<file path="src/rtl/fce_pkg.sv">
// Package: constants and types shared by the fuse command engine.
// Assumes little-endian packing of the four-character ASCII words.
package fce_pkg;
    localparam logic [31:0] KEY_OPEN = 32'h4E45504F;
    localparam logic [31:0] CMD_BLOW = 32'h574F4C42;
    localparam logic [31:0] CMD_READ = 32'h44414552;

    localparam logic [11:0] OFS_UNLOCK = 12'h800;
    localparam logic [11:0] OFS_DATA   = 12'h804;
    localparam logic [11:0] OFS_ADDR   = 12'h808;
    localparam logic [11:0] OFS_CMD    = 12'h80C;
    localparam logic [11:0] OFS_FLAG   = 12'hC00;
    localparam logic [11:0] OFS_IEN    = 12'hC04;

    localparam int NUM_FLAGS = 3;
    localparam int FLG_LOAD  = 0;
    localparam int FLG_READ  = 1;
    localparam int FLG_WRITE = 2;

    typedef enum logic {SEQ_IDLE, SEQ_RUN} seq_state_t;
endpackage

</file>
<file path="src/rtl/fce_regs.sv">
// Module: software-visible unlock, address and data registers.
// Assumes one write strobe per cycle; a read completion overrides a
// same-cycle software write to the data register.
module fce_regs
    import fce_pkg::*;
#(
    parameter int ADDR_W = 7,
    parameter int DATA_W = 32
) (
    input  logic              clk,
    input  logic              rst_n,
    input  logic              wr_unlock,
    input  logic              wr_data,
    input  logic              wr_addr,
    input  logic [31:0]       wdata,
    input  logic              rd_done,
    input  logic [DATA_W-1:0] fm_rdata,
    output logic              prog_en,
    output logic [DATA_W-1:0] data_q,
    output logic [ADDR_W-1:0] addr_q
);
    // Programming enable follows the last value written to the unlock register.
    always_ff @(posedge clk) begin
        if (!rst_n)         prog_en <= 1'b0;
        else if (wr_unlock) prog_en <= (wdata == KEY_OPEN);
    end

    // Word address register, only the low bits are kept.
    always_ff @(posedge clk) begin
        if (!rst_n)       addr_q <= '0;
        else if (wr_addr) addr_q <= wdata[ADDR_W-1:0];
    end

    // Data register: macro read result has priority over a bus write.
    always_ff @(posedge clk) begin
        if (!rst_n)       data_q <= '0;
        else if (rd_done) data_q <= fm_rdata;
        else if (wr_data) data_q <= wdata[DATA_W-1:0];
    end


    rd_capture_chk: assert property (@(posedge clk) disable iff (!rst_n)
        rd_done |=> (data_q == $past(fm_rdata)));
endmodule

</file>
<file path="src/rtl/fce_seq.sv">
// Module: command sequencer driving the fuse macro handshake.
// Assumes the macro pulses done for one cycle while the request is high.
module fce_seq
    import fce_pkg::*;
#(
    parameter int ADDR_W = 7,
    parameter int DATA_W = 32,
    localparam int NUM_WORDS = 1 << ADDR_W
) (
    input  logic                 clk,
    input  logic                 rst_n,
    input  logic                 cmd_wr,
    input  logic [31:0]          cmd_val,
    input  logic                 prog_en,
    input  logic [NUM_WORDS-1:0] word_lock,
    input  logic [ADDR_W-1:0]    addr_i,
    input  logic [DATA_W-1:0]    data_i,
    input  logic                 fm_done,
    output logic                 fm_req,
    output logic                 fm_wr,
    output logic [ADDR_W-1:0]    fm_addr,
    output logic [DATA_W-1:0]    fm_wdata,
    output logic                 rd_done,
    output logic                 wr_done
);
    seq_state_t state_q;
    logic       is_idle, start_rd, start_wr;

    // Command decode: only accepted while idle, BLOW also needs permission.
    always_comb begin
        is_idle  = (state_q == SEQ_IDLE);
        start_rd = cmd_wr && is_idle && (cmd_val == CMD_READ);
        start_wr = cmd_wr && is_idle && (cmd_val == CMD_BLOW)
                   && prog_en && !word_lock[addr_i];
    end

    // Operation state and latched operands, held until the macro finishes.
    always_ff @(posedge clk) begin
        if (!rst_n) begin
            state_q  <= SEQ_IDLE;
            fm_wr    <= 1'b0;
            fm_addr  <= '0;
            fm_wdata <= '0;
        end else begin
            case (state_q)
                SEQ_IDLE: if (start_rd || start_wr) begin
                    state_q  <= SEQ_RUN;
                    fm_wr    <= start_wr;
                    fm_addr  <= addr_i;
                    fm_wdata <= data_i;
                end
                SEQ_RUN: if (fm_done) state_q <= SEQ_IDLE;
                default: state_q <= SEQ_IDLE;
            endcase
        end
    end

    // Request and completion strobes derived from the state.
    always_comb begin
        fm_req  = (state_q == SEQ_RUN);
        rd_done = fm_req && fm_done && !fm_wr;
        wr_done = fm_req && fm_done &&  fm_wr;
    end


    hold_until_done_chk: assert property (@(posedge clk) disable iff (!rst_n)
        (fm_req && !fm_done) |=> (fm_req && $stable(fm_addr)
                                  && $stable(fm_wdata) && $stable(fm_wr)));

    drop_after_done_chk: assert property (@(posedge clk) disable iff (!rst_n)
        (fm_req && fm_done) |=> !fm_req);
endmodule

</file>
<file path="src/rtl/fce_irq.sv">
// Module: sticky write-1-to-clear completion flags, enables and interrupt.
// Assumes set events are single-cycle pulses; a set beats a clear.
module fce_irq
    import fce_pkg::*;
(
    input  logic                 clk,
    input  logic                 rst_n,
    input  logic                 wr_flag,
    input  logic                 wr_ien,
    input  logic [NUM_FLAGS-1:0] wbits,
    input  logic                 load_evt,
    input  logic                 rd_done,
    input  logic                 wr_done,
    output logic [NUM_FLAGS-1:0] flags_q,
    output logic [NUM_FLAGS-1:0] ien_q,
    output logic                 irq
);
    logic [NUM_FLAGS-1:0] set_vec;

    // Gather the per-flag set events by bit position.
    always_comb begin
        set_vec            = '0;
        set_vec[FLG_LOAD]  = load_evt;
        set_vec[FLG_READ]  = rd_done;
        set_vec[FLG_WRITE] = wr_done;
    end

    generate
        for (genvar i = 0; i < NUM_FLAGS; i++) begin : g_flag
            // One sticky flag: set wins, otherwise a written 1 clears it.
            always_ff @(posedge clk) begin
                if (!rst_n)                     flags_q[i] <= 1'b0;
                else if (set_vec[i])            flags_q[i] <= 1'b1;
                else if (wr_flag && wbits[i])   flags_q[i] <= 1'b0;
            end


            flag_sticky_chk: assert property (@(posedge clk) disable iff (!rst_n)
                (flags_q[i] && !(wr_flag && wbits[i])) |=> flags_q[i]);

            flag_w1c_chk: assert property (@(posedge clk) disable iff (!rst_n)
                (wr_flag && wbits[i] && !set_vec[i]) |=> !flags_q[i]);

            flag_set_chk: assert property (@(posedge clk) disable iff (!rst_n)
                set_vec[i] |=> flags_q[i]);
        end
    endgenerate

    // Interrupt enable register.
    always_ff @(posedge clk) begin
        if (!rst_n)      ien_q <= '0;
        else if (wr_ien) ien_q <= wbits;
    end

    // Interrupt line: any enabled flag.
    always_comb irq = |(flags_q & ien_q);
endmodule

</file>
<file path="src/rtl/fuse_cmd_engine.sv">
// Module: top of the fuse word read/program command engine.
// Assumes a simple register bus with combinational read data and a fuse
// macro with a request/done handshake of arbitrary latency.
module fuse_cmd_engine
    import fce_pkg::*;
#(
    parameter int ADDR_W = 7,
    parameter int DATA_W = 32,
    parameter int BUS_AW = 12,
    localparam int NUM_WORDS = 1 << ADDR_W
) (
    input  logic                 clk,
    input  logic                 rst_n,
    input  logic                 bus_wr,
    input  logic [BUS_AW-1:0]    bus_addr,
    input  logic [31:0]          bus_wdata,
    output logic [31:0]          bus_rdata,
    input  logic [NUM_WORDS-1:0] word_lock,
    input  logic                 load_evt,
    output logic                 fm_req,
    output logic                 fm_wr,
    output logic [ADDR_W-1:0]    fm_addr,
    output logic [DATA_W-1:0]    fm_wdata,
    input  logic [DATA_W-1:0]    fm_rdata,
    input  logic                 fm_done,
    output logic                 irq
);
    logic                 sel_unlock, sel_data, sel_addr, sel_cmd, sel_flag, sel_ien;
    logic                 prog_en, rd_done, wr_done;
    logic [DATA_W-1:0]    data_q;
    logic [ADDR_W-1:0]    addr_q;
    logic [NUM_FLAGS-1:0] flags_q, ien_q;
    logic                 lock_sel;

    // Offset decode of the register bus.
    always_comb begin
        sel_unlock = (bus_addr == BUS_AW'(OFS_UNLOCK));
        sel_data   = (bus_addr == BUS_AW'(OFS_DATA));
        sel_addr   = (bus_addr == BUS_AW'(OFS_ADDR));
        sel_cmd    = (bus_addr == BUS_AW'(OFS_CMD));
        sel_flag   = (bus_addr == BUS_AW'(OFS_FLAG));
        sel_ien    = (bus_addr == BUS_AW'(OFS_IEN));
        lock_sel   = word_lock[addr_q];
    end

    fce_regs #(.ADDR_W(ADDR_W), .DATA_W(DATA_W)) u_regs (
        .clk(clk), .rst_n(rst_n),
        .wr_unlock(bus_wr && sel_unlock), .wr_data(bus_wr && sel_data),
        .wr_addr(bus_wr && sel_addr), .wdata(bus_wdata),
        .rd_done(rd_done), .fm_rdata(fm_rdata),
        .prog_en(prog_en), .data_q(data_q), .addr_q(addr_q)
    );

    fce_seq #(.ADDR_W(ADDR_W), .DATA_W(DATA_W)) u_seq (
        .clk(clk), .rst_n(rst_n),
        .cmd_wr(bus_wr && sel_cmd), .cmd_val(bus_wdata),
        .prog_en(prog_en), .word_lock(word_lock),
        .addr_i(addr_q), .data_i(data_q), .fm_done(fm_done),
        .fm_req(fm_req), .fm_wr(fm_wr), .fm_addr(fm_addr), .fm_wdata(fm_wdata),
        .rd_done(rd_done), .wr_done(wr_done)
    );

    fce_irq u_irq (
        .clk(clk), .rst_n(rst_n),
        .wr_flag(bus_wr && sel_flag), .wr_ien(bus_wr && sel_ien),
        .wbits(bus_wdata[NUM_FLAGS-1:0]),
        .load_evt(load_evt), .rd_done(rd_done), .wr_done(wr_done),
        .flags_q(flags_q), .ien_q(ien_q), .irq(irq)
    );

    // Read-back multiplexer; the command register reads as zero.
    always_comb begin
        bus_rdata = '0;
        if (sel_unlock)    bus_rdata[0]                = prog_en;
        else if (sel_data) bus_rdata[DATA_W-1:0]       = data_q;
        else if (sel_addr) bus_rdata[ADDR_W-1:0]       = addr_q;
        else if (sel_flag) bus_rdata[NUM_FLAGS-1:0]    = flags_q;
        else if (sel_ien)  bus_rdata[NUM_FLAGS-1:0]    = ien_q;
    end


    blow_gated_chk: assert property (@(posedge clk) disable iff (!rst_n)
        ($rose(fm_req) && fm_wr) |-> ($past(prog_en) && !$past(lock_sel)));

    read_addr_chk: assert property (@(posedge clk) disable iff (!rst_n)
        $rose(fm_req) |-> (fm_addr == $past(addr_q)));
endmodule

</file>
<file path="config.mk">
export PLATFORM = sky130hd
export DESIGN_NAME = fuse_cmd_engine
export DESIGN_NICKNAME = d
export VERILOG_FILES = /design/src/rtl/fce_pkg.sv /design/src/rtl/fce_regs.sv /design/src/rtl/fce_seq.sv /design/src/rtl/fce_irq.sv /design/src/rtl/fuse_cmd_engine.sv
export SDC_FILE = /design/constraint.sdc
export NUM_CORES = 1
export LEC_CHECK = 0
export ABC_CLOCK_PERIOD_IN_PS = 2700
export BUFFER_PORTS_ARGS = -buffer_cell sky130_fd_sc_hd__buf_2
export CAP_MARGIN = 20
export CORE_MARGIN = 2
export CORE_UTILIZATION = 35
export CTS_CLUSTER_DIAMETER = 80
export DETAILED_ROUTE_END_ITERATION = 16
export PLACE_DENSITY_LB_ADDON = 0.2
export SYNTH_ARGS = -nofsm -noshare
export SYNTH_HDL_FRONTEND = slang
export SYNTH_SLANG_ARGS = --single-unit
</file>
<file path="constraint.sdc">
create_clock -name clk -period 2.7 [get_ports clk]
set_clock_uncertainty 0.2 [all_clocks]
set_input_delay 0.54 -clock clk [delete_from_list [all_inputs] [get_ports clk]]
set_output_delay 0.54 -clock clk [all_outputs]
set_load 0.05 [all_outputs]
</file>
# Word-level counts from Yosys, hierarchy flattened
# Index checks and enable logic that the tools add are counted.
[totals]
ff_bits = 87
output_inout_bits = 74
wordCells = 70
[classes]
order_cmp = 1
n_eq_ne = 9
muxes = 21
bitwise_logic = 2
n_reduce_logical = 26
[op_table]
columns = ["cell", "count"]
rows = [
  ["equality test 32 x 31 -> 1 bit, second input constant", 3],
  ["equality test 12 bit, second input constant", 6],
  ["2-to-1 mux 32 bit", 2],
  ["2-to-1 mux 31 bit", 1],
  ["2-to-1 mux 25 bit", 1],
  ["logical AND 1 bit", 17],
  ["2-to-1 mux 1 bit", 10],
  ["2-to-1 mux 3 bit", 3],
  ["< comparator 7 x 8 -> 1 bit, second input constant", 1],
  ["nonzero test 2 bit", 4],
  ["binary-select mux 1 bit (select 7 bit)", 1],
  ["2-to-1 mux 7 bit", 1],
  ["2-to-1 mux 4 bit", 1],
  ["bitwise AND 3 bit", 1],
  ["OR reduction 3 bit", 1],
  ["logical NOT 1 bit", 2],
  ["case mux 1 bit (2 select lines)", 1],
  ["AND reduction 2 bit", 1],
  ["logical OR 1 bit", 1],
  ["NOT 1 bit", 1],
]

# Depth between registers and ports, before layout
# Gate-level depths: netlist (run 1).
[depth]
word_depth = 9
mapped_depth = 12

# Hierarchy
# A second synthesis (run 1) with hierarchy kept.
[hier_totals]
hier_cells = 606
area_unflattened_um2 = 5642.9
[modules_own_cells]
columns = ["mod", "n_inst", "cells_per_inst", "area_per_inst_um2"]
rows = [
  ["fce_seq", 1, 292, 2882.8],
  ["fce_regs", 1, 213, 1889.3],
  ["fuse_cmd_engine", 1, 78, 643.1],
  ["fce_irq", 1, 23, 227.7],
]

# Least setup slack after synthesis (run 1)
# No wires, ideal clock.
[synth_timing]
path_kind = "in2out"
from = "input port bus_addr[6]"
to = "output port bus_rdata[0]"
arrival_ns = 2.955
setup_slack_ns = -0.995
cell_stages = 7
cell_sequence = "or4b_1 > nor3_2 > nand3_1 > nor2_1 > clkbuf_1 > nand2_1 > a31oi_1"
[synth_via]
elab_chain_len = 6
[synth_rtl]
columns = ["item", "line", "text"]
rows = [
  ["start, declared", "fuse_cmd_engine.sv:15", "input logic [BUS_AW-1:0] bus_addr,"],
  ["equality test 12 bit", "fuse_cmd_engine.sv:42", "sel_ien = (bus_addr == BUS_AW'(OFS_IEN));"],
  ["2-to-1 mux 3 bit", "fuse_cmd_engine.sv:78", "else if (sel_ien) bus_rdata[NUM_FLAGS-1:0] = ien_q;"],
  ["2-to-1 mux 3 bit", "fuse_cmd_engine.sv:77", "else if (sel_flag) bus_rdata[NUM_FLAGS-1:0] = flags_q;"],
  ["2-to-1 mux 3 bit", "fuse_cmd_engine.sv:76", "else if (sel_addr) bus_rdata[ADDR_W-1:0] = addr_q;"],
  ["2-to-1 mux 7 bit", "fuse_cmd_engine.sv:75", "else if (sel_data) bus_rdata[DATA_W-1:0] = data_q;"],
  ["2-to-1 mux 1 bit (*)", "fuse_cmd_engine.sv:74", "if (sel_unlock) bus_rdata[0] = prog_en;"],
  ["end, declared", "fuse_cmd_engine.sv:17", "output logic [31:0] bus_rdata,"],
]
# Every way passes the cells marked *; elsewhere a longest branch is shown, timed or not.

# Worst setup path after layout (run 1)
[layout_timing]
from = "input port bus_addr[8]"
to = "output port bus_rdata[0]"
# The elaborated chain is that of the path after synthesis.

==> summary.md, run 1 <==
| Metric | Value |
|---|---|
| Status | finished, violations left |
| Failing checks | negative setup slack |
| CP dominant cell by count | buf_6 |
| Synth Net Count | between 700 and 800 |
| Fillers | 1400 |
| Peak per-stage delay on the critical path | 0.55 ns |
| Port bufs | roughly 280 |
| FF-to-FF setup slack | -0.14 ns |
| Slew margin rel. | 0.5998 |
| Chip width | between 100 and 150 µm |
| Warnings from Yosys | 0 |
| I/O pin cnt | ~280 |
| Critical path class | in -> out |
| GPL Wtd Cong | 0.8731 |
| Pre-Repair DR Iteration Count | 5 |
| Post-Syn Instances | 570 |
| Final period util | 1.086 |
| Placed insts | approximately 1000 |
| Final wirelength | roughly 19000 µm |
| Slew @ Worst Pin | just under 0.6 ns |
| CTS clk-pin slew, worst paths | 0.06 ns |
| Number of routed nets with antenna violations | 0 |
| Hold/Removal Path Class | in -> reg |
| DRC | 0 |
| WHS | 0.2099 ns |
| Startpoint types | primary input |
| First-pass GRT wire length | approximately 29000 µm |
| Rows | 45 |
| Final net count | about 1100 |
| Final Critical Period | 2.931 ns |
| Fin area | ~8500 µm² |
| Worst Setup SP | bus_addr[8] |
| Fin cells | 1081 |
| Via Count | 5533 |
| Clock Tree Buf Depth | 2 |
| Core area | 15150 µm² |
| Leakage power | between 4 and 5 nW |
| Hold Path Sink | u_irq.flags_q[0] |
| WL/cell | about 17 µm |
| Clock Latency Late Sink | roughly 0.35 ns |
| # diodes | 0 |
| Endpoint type of the worst setup path | output port |
| Met2 GRT Util | 0.3706 |
| Cell Area, Placed | between 7000 and 8000 µm² |
| CP arrival | about 2.2 ns |
| Most used routing layer | met2 |
| WP data required | just under 2 ns |
| CTS root buf | clkbuf_16 |
| RSZ-0062 raised after global routing | true |
| Setup ws final | -0.2309 ns |
| Post-synthesis async set-or-reset flop share | 0 |
| Initial antenna violation count | 0 |
| Share of cells above drive strength 1 | 0.5106 |
| Synth cell types | 53 |
| Syn Area/Cell | between 9 and 10 µm² |
| Vias in the first global route | approximately 5400 |
| Synthesized area | 5396 µm² |
| Final setup fails | 72 |
| VDD IR-drop max | approximately 340 µV |
| # hold bufs at CTS | 0 |
| M1 GR Usage | 0.3101 |
| Total CTS buffers | 9 |
| FF-to-FF Start | u_regs.addr_q[1] |
| Worst path cell trace | buf_6 -> or4b_4 -> nor3_4 -> and3_4 -> a222oi_1 -> a31oi_4 -> buf_6 |
| Dominant synthesized flop cell | dfxtp_1 |
| Layout Area Growth over Synthesis | 57.13% |
| Largest net degree at the start of global routing | 57 |
| Initial Util | 0.3563 |
| Htree depth | 3 |
| Die Y | between 100 and 150 µm |
| Final hold vios | 0 |
| Most common cell after layout, fill and taps aside | buf_2 |
| DR vias/cell | slightly above 5 |
| Worst hold path cell count | 2 |
| Remaining Overflow, GRT | 0 |
| MaxCap Viol Count | 0 |
| Fmax | roughly 340 MHz |
| Met3 GRT Util | 0.04591 |
| Capturing point of the worst reg2reg path | u_seq.fm_addr[0] |
| Hold path startpoint | load_evt |
| Slowest-stage cell, CP | or4b_4 |
| Number of synthesized flops with an enable pin | 0 |
| Post-synthesis sequential area ratio | 0.3227 |
| Full die area | ~16000 µm² |
| Commonest cells after routing, fill and taps aside | buf_2, nand2_1, dfxtp_1 |
| TritonCTS Sinks | 87 |
| Seq cells post-synth | between 80 and 90 |
| CTS tree | built |
| Hpwl dp | 14410 µm |
| PwrDens | ~340 nW/µm² |
| 1st-iter DRT viols | 323 |
| Slew Limit Fails | 0 |
| GRT Util Overall | 0.2263 |
| R2R depth | 11 |
| CP Max Fanout | 3 |
[area by class of cell]
class | instances | area [µm²] | area share
flip-flops and latches | 87 | 1747 | 0.2060
clock inverters | 6 | 70.07 | 0.008263
repair buffers | 358 | 2631 | 0.3103
clock buffers | 10 | 239.0 | 0.02818
well taps | 188 | 235.2 | 0.02774
multi-input cells | 429 | 3546 | 0.4182
inverters | 3 | 11.26 | 0.001328
[state kept, by name (all words and copies together) (netlist names)]
signal and flops:
u_regs.addr_q 7, u_regs.data_q 32, u_seq.fm_wr 1, u_irq.ien_q 3
u_seq.fm_wdata 32, u_irq.flags_q 3, u_seq.fm_req 1, u_seq.fm_addr 7
u_regs.prog_en 1
[layer usage]
layer / wire, µm / up-vias / part of all wire
met5: 0 / - / 0
met4: 193 / 0 / 0.010
met3: 871 / 21 / 0.046
met2: 8976 / 151 / 0.48
met1: 8793 / 2634 / 0.47
li1: - / 2727 / -
[critical path, delay by kind of cell]
family	cells	cell delay, ns
buffers and inverters	2	0.27
AO/OA/AOI/OAI	2	0.36
AND/OR/NAND/NOR	3	1.03
[synthesized netlist by cell type, types with 2 or more instances]
| library cell | count | area, µm² |
|---|---|---|
| nor3_1 | 5 | 25.02 |
| clkbuf_1 | 25 | 93.84 |
| or4_1 | 2 | 15.01 |
| nand4b_1 | 2 | 17.52 |
| nand2b_1 | 2 | 12.51 |
| o21ai_0 | 6 | 30.03 |
| inv_1 | 3 | 11.26 |
| a2111oi_0 | 2 | 17.52 |
| and3_1 | 3 | 18.77 |
| or3_1 | 2 | 12.51 |
| mux2_2 | 3 | 33.78 |
| nor2_1 | 8 | 30.03 |
| a22oi_1 | 4 | 30.03 |
| mux2i_1 | 79 | 790.8 |
| buf_2 | 14 | 70.07 |
| a311o_1 | 2 | 20.02 |
| dfxtp_1 | 87 | 1742 |
| mux4_1 | 5 | 131.4 |
| buf_12 | 4 | 80.08 |
| nor4bb_1 | 2 | 20.02 |
| buf_6 | 4 | 45.04 |
| o211a_1 | 32 | 320.3 |
| nand4_1 | 5 | 31.28 |
| nor2b_1 | 12 | 75.07 |
| nor3b_1 | 3 | 22.52 |
| nand2_1 | 137 | 514.2 |
| mux4_2 | 23 | 518.0 |
| and2_1 | 26 | 162.7 |
| a211oi_1 | 2 | 15.01 |
| a21boi_0 | 11 | 82.58 |
| a222oi_1 | 4 | 40.04 |
| nand3_1 | 17 | 85.08 |
| o21a_1 | 2 | 15.01 |
| nor4_1 | 3 | 18.77 |
| nor4b_1 | 3 | 26.28 |
| and4b_1 | 2 | 20.02 |
| buf_4 | 2 | 15.01 |
| a21oi_1 | 4 | 20.02 |
| a22o_1 | 4 | 35.03 |
[cell families after synthesis]
| kind of cell | synth area share |
|---|---|
| buf+inv | 0.06051 |
| compound gates | 0.1291 |
| flops | 0.3227 |
| simple gates | 0.2145 |
| mux | 0.2731 |
[power by group]
part	total, mW	leakage [nW]	switching (mW)	internal (mW)
sequential	1.28	0.702	0.000952	1.28
clock	1.28	0.153	0.531	0.747
combinational	0.304	3.36	0.131	0.174
[worst max path at each step]
stage	to	slack [ns]
6_report	bus_rdata[0]	-0.23
5_1_grt	bus_rdata[0]	-0.29
4_1_cts	bus_rdata[5]	-0.23
3_5_place_dp	bus_rdata[4]	-0.41
3_3_place_gp	bus_rdata[30]	-0.40
2_1_floorplan	bus_rdata[0]	-0.20
[repair_timing]
action	CTS	global route
pin swaps	12	11
gates cloned	3	2
hold endpoints to repair	0	0
setup endpoints to repair	72	72
setup buffers	14	12
resized for setup	68	64
[stage by stage]
stage | util | setup WS (ns) | power (mW) | setup TNS [ns]
finish | 0.5599 | -0.2309 | 2.866 | -10.21
global route | 0.5599 | -0.2930 | 2.981 | -15.03
CTS | 0.5375 | -0.2281 | 2.897 | -10.61
detailed placement | 0.4885 | -0.4146 | 1.614 | -29.85
global placement | 0.4885 | -0.3964 | 1.611 | -28.36
floorplan | - | -0.2023 | 1.411 | -2.841
(Power assumes the default switching activity.)
==> run 2, diff against run 1 <==
==> constraint.sdc (replaced) <==
create_clock -name clk -period 2.7 [get_ports clk]
set_clock_uncertainty 0.2 [all_clocks]
set_input_delay 0.27 -clock clk [delete_from_list [all_inputs] [get_ports clk]]
set_output_delay 0.27 -clock clk [all_outputs]
set_load 0.05 [all_outputs]
==> summary.md, run 2 (synthesis results as in run 1) <==
| Metric | Value |
|---|---|
| Slew Limit Fails | 0 (unchanged) |
| Top Layer Used | met4 |
| Worst path cell trace | clkbuf_16 -> buf_12 -> mux4_2 -> a22oi_2 -> a311oi_2 -> a211oi_2 -> nand4_1 -> and3_4 -> buf_12 -> clkbuf_16 -> mux2i_1 |
| Place WS | -0.1067 ns (+0.3080 ns) |
| Final net count | 1075 (-2.0%) |
| Largest net degree at the start of global routing | 74 (+30%) |
| Slowest-stage cell, CP | mux4_2 |
| Buf/Inv on CP | 4 (+2) |
| Leakage power | 3.978 nW (-5.6%) |
| Fmax | 362.8 MHz (+6.3%) |
| Clock Latency Late Sink | 0.34 ns (about the same) |
| Status | finished, violations left |
| Critical path class | reg -> reg |
| Final wirelength | 19350 µm (+2.8%) |
| MaxCap Viol Count | 0 (unchanged) |
| Initial antenna violation count | 0 (unchanged) |
| FF-to-FF Start | u_regs.addr_q[0] |
| Share of cells above drive strength 1 | 0.4558 (-0.05484) |
| Hold/Removal Path Class | in -> reg |
| # diodes | 0 (unchanged) |
| CTS tree | built |
| Final Critical Period | 2.756 ns (-0.1746 ns) |
| Met3 wire len | 998 µm (+15%) |
| GRT Util Overall | 0.2254 (-0.0008961) |
| Critical path depth | 11 (+4) |
| Cell family with most CP delay | multiplexers |
| WHS | 0.04584 ns (-0.1641 ns) |
| Fin area | 7870 µm² (-7.2%) |
| Commonest cells after routing, fill and taps aside | buf_2, nand2_1, dfxtp_1 |
| Port bufs | 282 (unchanged) |
| Peak per-stage delay on the critical path | 0.49 ns (-0.06 ns) |
| TritonCTS Sinks | 87 (unchanged) |
| Setup crit end | u_seq.fm_wdata[1] |
| FF-to-FF setup slack | -0.06 ns (+0.08 ns) |
| Hpwl dp | 14860 µm (+3.1%) |
| Hold path startpoint | fm_done |
| 1st-iter DRT viols | 314 (-2.8%) |
| First-pass GRT wire length | 28770 µm (-0.57%) |
| Die Y | 128.2 µm (unchanged) |
| Htree depth | 3 (unchanged) |
| Worst Setup SP | u_regs.addr_q[0] |
| CP Max Fanout | 5 (+2) |
| Pre-Repair DR Iteration Count | 4 (-1) |
| Slew @ Worst Pin | 0.6437 ns (+0.05171 ns) |
| CP arrival | 2.78 ns (+0.59 ns) |
| Slew margin rel. | 0.5648 (-0.03496) |
| GPL Wtd Cong | 0.8868 (+1.6%) |
| Final Power | 3.004 mW (+4.8%) |
| Failing checks | negative setup slack |
| WP data required | 2.73 ns (+0.77 ns) |
| Layout Area Growth over Synthesis | 45.84% |
| Capturing point of the worst reg2reg path | u_seq.fm_wdata[1] |
| Remaining Overflow, GRT | 0 (unchanged) |
| Final setup fails | 24 (-67%) |
| Final period util | 1.021 (-0.06466) |
| R2R depth | 11 (unchanged) |
| Endpoint type of the worst setup path | flip-flop |
| Final hold vios | 0 (unchanged) |
| Startpoint types | flip-flop |
| Rows | 45 (unchanged) |
| Chip width | 128.2 µm (unchanged) |
| Total CTS buffers | 9 (unchanged) |
| Most common cell after layout, fill and taps aside | buf_2 |
| Full die area | 16430 µm² (unchanged) |
| DR vias/cell | 5.214 (+1.9%) |
| Core area | 15150 µm² (unchanged) |
| WL/cell | 18.28 µm (+4.9%) |
| DRC | 0 (unchanged) |
| Cell Area, Placed | 7103 µm² (-4.0%) |
| CTS root buf | clkbuf_16 |
| RSZ-0062 raised after global routing | true |
| I/O pin cnt | 283 (unchanged) |
| Clock Tree Buf Depth | 2 (unchanged) |
| VDD IR-drop max | 309.2 µV (-9.5%) |
| Initial Util | 0.3563 (unchanged) |
| Setup ws final | -0.05636 ns (+0.1746 ns) |
| Vias in the first global route | 5429 (+0.59%) |
| DRT met1 WL | 8522 µm (-3.1%) |
| PwrDens | 381.7 nW/µm² (+13%) |
| Largest registers | u_regs.data_q (32), u_seq.fm_wdata (32) |
| Met2 Wirelength | 9500 µm (+5.8%) |
| Via Count | 5522 (-0.20%) |
| CTS clk-pin slew, worst paths | 0.06 ns (about the same) |
| Number of routed nets with antenna violations | 0 (unchanged) |
## run 2: changes by cell type in the layout (fill, tap and decap cells not counted), moves of 3 or more
cell	previous run	this run
a22o_1	0	4
a22o_4	4	0
and2_1	1	26
and2_4	25	0
buf_12	20	12
buf_2	248	277
buf_4	49	32
buf_6	7	3
buf_8	31	1
clkbuf_4	0	4
clkinv_4	4	1
nand2_1	133	136
## run 2: area by class of cell
type	instances	area (µm²)
Fill cell	1418	7276
Multi-Input combinational cell	429	3411
Timing Repair Buffer	336	2121
Sequential cell	87	1753
Tap cell	188	235.2
Clock buffer	11	232.7
Clock inverter	5	106.4
Inverter	3	11.26
## run 2: timing repair
action | 4_1_cts | 5_1_grt
cloned | 4 | 2
endpoints found under the setup margin | 40 | 65
hold buffers | 1 | 0
setup buffers | 2 | 13
pin swaps | 0 | 9
gates resized for setup | 10 | 26
endpoints found under the hold margin | 1 | 0
## run 2: where the power goes
part	switching [mW]	total, mW	internal [mW]	leakage [nW]
Clock	0.516	1.42	0.907	0.160
Combinational	0.132	0.299	0.167	3.11
Sequential	0.000921	1.28	1.28	0.703
## run 2: layer usage
metal	up-vias	track usage
li1	2672	-
met4	0	0.06012
met3	26	0.04424
met1	2653	0.3006
met2	171	0.3740
met5	-	0
## run 2: worst min path at each step
| stage | slack (ns) | depth (start not counted) | end |
|---|---|---|---|
| 4_1_cts | 0.03 | 3 | u_irq.flags_q[2] |
| 5_1_grt | 0.07 | 3 | u_regs.addr_q[0] |
| 3_3_place_gp | 0.24 | 2 | u_seq.fm_wdata[25] |
| 3_5_place_dp | 0.25 | 2 | u_seq.fm_wdata[0] |
| 6_report | 0.05 | 3 | u_irq.flags_q[2] |
| 2_1_floorplan | 0.19 | 1 | u_irq.flags_q[0] |
## run 2: worst reg2reg max path: stages (launching register included)
cell	delay (ns)
dfxtp_4	0.38
clkbuf_16	0.15
buf_12	0.10
mux4_2	0.49
a22oi_2	0.18
a311oi_2	0.13
a211oi_2	0.26
nand4_1	0.11
and3_4	0.22
buf_12	0.15
clkbuf_16	0.16
mux2i_1	0.11
## run 2: metrics by stage
| step | setup TNS [ns] | std cells | util |
|---|---|---|---|
| floorplan | 0 | 570 | - |
| global placement | -2.107 | 1022 | 0.4690 |
| detailed placement | -3.233 | 1022 | 0.4690 |
| CTS | -1.083 | 1045 | 0.5044 |
| global route | -3.431 | 1059 | 0.5196 |
| finish | -0.7083 | 1059 | 0.5196 |
